==> src/rtl/sar_pkg.sv <==
package sar_pkg;
  // Default resolution of the conversion in bits.
  localparam int unsigned SAR_DEFAULT_W = 4;

  // Code with only the top bit of a w-bit field set (upper bound 32 bits).
  function automatic logic [31:0] top_bit(input int unsigned w);
    return 32'd1 << (w - 1);
  endfunction
endpackage

==> src/rtl/sar_bit_ptr.sv <==
// One-hot pointer that walks from the top code bit to bit 0.
module sar_bit_ptr #(
  parameter int unsigned W = sar_pkg::SAR_DEFAULT_W
) (
  input  logic         clk,
  input  logic         rst,
  input  logic         start,
  output logic [W-1:0] ptr,
  output logic         busy,
  output logic         launch,
  output logic         last
);
  localparam logic [W-1:0] FIRST = W'(sar_pkg::top_bit(W));

  assign busy   = |ptr;
  assign launch = start & ~busy;
  assign last   = ptr[0];

  always_ff @(posedge clk) begin
    if (rst)         ptr <= '0;
    else if (launch) ptr <= FIRST;
    else             ptr <= ptr >> 1;
  end
endmodule

==> src/rtl/sar_trial_reg.sv <==
// Trial code register: settles the pointed bit and sets up the next trial.
module sar_trial_reg #(
  parameter int unsigned W = sar_pkg::SAR_DEFAULT_W
) (
  input  logic         clk,
  input  logic         rst,
  input  logic         launch,
  input  logic         last,
  input  logic [W-1:0] ptr,
  input  logic         cmp_above,
  output logic [W-1:0] code,
  output logic [W-1:0] decided
);
  localparam logic [W-1:0] FIRST = W'(sar_pkg::top_bit(W));

  // The bit under test survives only if the input is above its level.
  assign decided = cmp_above ? code : (code & ~ptr);

  always_ff @(posedge clk) begin
    if (rst)          code <= '0;
    else if (launch)  code <= FIRST;
    else if (last)    code <= '0;
    else if (|ptr)    code <= decided | (ptr >> 1);
  end
endmodule

==> src/rtl/sar_adc_ctrl.sv <==
module sar_adc_ctrl #(
  parameter int unsigned W = sar_pkg::SAR_DEFAULT_W
) (
  input  logic         clk,
  input  logic         rst,
  input  logic         start,
  input  logic         cmp_above,
  output logic [W-1:0] dac_code,
  output logic         busy,
  output logic [W-1:0] result,
  output logic         done
);
  logic [W-1:0] ptr;
  logic [W-1:0] decided;
  logic         launch;
  logic         last;

  sar_bit_ptr #(.W(W)) u_ptr (
    .clk    (clk),
    .rst    (rst),
    .start  (start),
    .ptr    (ptr),
    .busy   (busy),
    .launch (launch),
    .last   (last)
  );

  sar_trial_reg #(.W(W)) u_trial (
    .clk       (clk),
    .rst       (rst),
    .launch    (launch),
    .last      (last),
    .ptr       (ptr),
    .cmp_above (cmp_above),
    .code      (dac_code),
    .decided   (decided)
  );

  always_ff @(posedge clk) begin
    if (rst) begin
      result <= '0;
      done   <= 1'b0;
    end else begin
      done <= last;
      if (last) result <= decided;
    end
  end
endmodule

==> config.mk <==
export PLATFORM = sky130hd
export DESIGN_NAME = sar_adc_ctrl
export DESIGN_NICKNAME = d
export VERILOG_FILES = /design/src/rtl/sar_pkg.sv /design/src/rtl/sar_bit_ptr.sv /design/src/rtl/sar_trial_reg.sv /design/src/rtl/sar_adc_ctrl.sv
export SDC_FILE = /design/constraint.sdc
export NUM_CORES = 1
export LEC_CHECK = 0
export ABC_CLOCK_PERIOD_IN_PS = 1250
export BUFFER_PORTS_ARGS = -buffer_cell sky130_fd_sc_hd__buf_2
export CELL_PAD_IN_SITES_DETAIL_PLACEMENT = 1
export CELL_PAD_IN_SITES_GLOBAL_PLACEMENT = 1
export CORE_UTILIZATION = 24
export CTS_CLUSTER_DIAMETER = 150
export DETAILED_ROUTE_END_ITERATION = 12
export PLACE_DENSITY = 0.63
export REMOVE_ABC_BUFFERS = 1
export SYNTH_ARGS = -nofsm -noshare
export SYNTH_HDL_FRONTEND = slang
export SYNTH_SLANG_ARGS = --single-unit
==> constraint.sdc <==
create_clock -name clk -period 1.25 [get_ports clk]
set_clock_uncertainty 0.05 [all_clocks]
set_input_delay 0.1875 -clock clk [delete_from_list [all_inputs] [get_ports clk]]
set_output_delay 0.1875 -clock clk [all_outputs]
set_load 0.02 [all_outputs]
==> results.yml <==
outcome:
  status: "finished, violations left"
  violations: "negative setup slack"
global_routing:
  grt_pass1_wl_mm: 1.766
  track_usage: 0.1262
  grt.busiest_layer: "met2"
  grt_start_max_net_pins: 11
  grt_pass1_vias: 412
  met3_usage: 0.04706
  grt_overflow: 0
  use_met2: 0.2056
  antenna_found_initial: 0
  globalRouteMet1Util: 0.1335
floorplan:
  design.core.area_mm2: 0.001802
  dieArea_mm2: 0.002174
  die_w_um: 46.63
  die_h_um: 46.63
  rows: 15
  start_util: 0.2653
  io_pins: 14
synthesis:
  synth_ff_type: "dfxtp_1"
  synth_top_cells_by_area: "dfxtp_1, nand2b_1, a21oi_2, inv_1, nor2_1"
  synth_edf_count: 0
  postSynthCellCount: 48
  post_synth_instance_area_um2: 478.0
  async_flop_share: 0
  ys_seq_area_frac: 0.5445
  synth_warnings: 0
  yosysTopAreaCell: "dfxtp_1"
  synth-seq-cells: 13
  netlist.area_leader.share: 0.5445
  yosysUniqueCellTypes: 19
  avgSynthCellArea_um2: 9.957
worst_setup_path:
  r2r.worst_path.cells: 4
  path_class: "reg -> out"
  reg2reg_slack_ps: -10
  timing.rr.start: "u_ptr.ptr[1]"
  crit_start: "u_ptr.ptr[0]"
  cp-start-kind: "flop"
  worst-path-max-fanout: 2
  critPathRequiredTime_ps: 1010
  cp.arrival_ps: 1270
  worst_setup_path_end_kind: "output pin"
  r2r_end: "u_trial.code[0]"
place:
  dp.final_hpwl_um: 751.3
  dp.cells: 86
  gp_congestion: 0.6547
  port_buffers: 13
  postPlaceCellArea_um2: 570.5
drt:
  wl_mm: 1.092
  avgRoutedWirePerCell_um: 12.00
  viasPerCell: 4.176
  firstDrtPassIters: 3
  vias: 380
  drc_errors: 0
  drtIter0Drc: 4
  ant_nets: 0
cts:
  numCtsBuffers: 3
  cts_sinks: 13
  clockBufferDepth: 2
  insertion_delay_ps: 280
  htree_levels: 1
  clock-root-buffer: "clkbuf_4"
  clk_pin_slew_ps: 80
  cts_hold_buf: 0
  cts_tree: "yes"
sta:
  slew_violations: 0
  maxSlewHeadroom: 0.8479
  tightest_slew_ps: 226.7
  whs_ps: 164.1
  max_freq_mhz: 661.4
  rsz0062_at_grt: "yes"
  timing.final.ws_setup_ps: -262.0
  hold_viol: 0
  fin_crit_ps: 1512
  layout_worst_path_cycle_share: 1.210
  setup_viol: 4
power_and_ir_drop:
  p_clk_frac: 0.337
  p_seq_frac: 0.548
  power_density_mw_per_mm2: 1268
  swShare: 0.2568
  ir_worst_vdd_v: 0.0004247
  p_sw_uw: 203.8
  p_comb_frac: 0.115
  power_leakage_uw: 0.0002718
  power_uw: 793.5
  p_int_uw: 589.7
finish:
  nFillCells: 229
  nets: 71
  final_common_cell: "buf_2"
  final_cell_count_no_fill: 91
  multi_input_area_um2: 188.9
  layout-drive-gt1-share: 0.4545
  fin_util: 0.3472
  area_growth_syn_to_layout_pct: 30.89
  antenna_cells: 0
  fin_area_um2: 625.6
  register_area_um2: 262.8
  layout_common_cells: "buf_2, dfxtp_1, nand2b_1, inv_1, nor2_1"
run:
  drv_cap: 0
min_path:
  hp-class: "in -> reg"
  min_path_cells: 2
  whs_endpoint: "u_ptr.ptr[1]"
  hp-start: "rst"
-- Yosys cell counts (2+ instances only) --
| cell | n |
|---|---|
| dfxtp_1 | 13 |
| nand2b_1 | 6 |
| inv_1 | 5 |
| nor2_1 | 4 |
| a21oi_2 | 3 |
| a21oi_1 | 2 |
| nand3_1 | 2 |
| o22ai_1 | 2 |
-- registers in the layout, summed over array words and instances, names as in the netlist --
register,count
u_ptr.ptr,4
u_trial.code,4
result,4
done,1
-- worst max-delay path by stage --
stage	cells after the start	slack [ps]	end
after floorplan	1	-10	busy
after global routing	2	-300	busy
after detailed placement	2	30	busy
final	2	-260	busy
after global placement	2	40	busy
after CTS	2	-270	busy
-- layer usage --
| layer | vias to the layer above | wire length, um |
|---|---|---|
| met5 | - | 0 |
| met4 | 0 | 0 |
| met3 | 0 | 43 |
| met2 | 9 | 560 |
| met1 | 178 | 489 |
| li1 | 193 | - |
-- per-stage QoR --
step / setup slack [ps] / TNS [ps]
3_5_place_dp: 30.38 / 0
3_3_place_gp: 41.19 / 0
5_1_grt: -300.2 / -400.4
4_1_cts: -273.0 / -338.9
2_1_floorplan: -11.33 / -11.33
6_report: -262.0 / -286.5
-- worst max-delay path, stage by stage (launching register included) --
cell     delay, ps
dfxtp_2        330
or4_4          520
buf_6          150
-- repair_timing --
action / 4_1_cts / 5_1_grt
endpoints found under the setup margin: 1 / 6
resized for setup: 6 / 2
buffers inserted: 1 / 0
pin swaps: 2 / 1
-- power by group through the flow --
stage	logic, uW	clock network, uW	registers, uW
finish	91.2	268	435
global placement	79.1	0	443
floorplan	40.0	0	452
CTS	92.1	277	434
global route	98.9	304	436
detailed placement	79.4	0	444
-- logic make-up after synthesis --
kind of cell	Yosys count	share of synthesized area
and+or+nand+nor	19	0.2539
DFF	13	0.5445
buffers and inverters	7	0.07854
AOI/OAI and AO/OA	9	0.1230
-- layout make-up --
cell class / count / share of cell area
timing repair buffer: 16 / 0.1560
multi-input combinational: 28 / 0.3020
tap: 25 / 0.05000
inverter: 5 / 0.03000
clock buffer: 4 / 0.04200
sequential: 13 / 0.4200
Note: power is estimated with default switching activity, not from simulation.
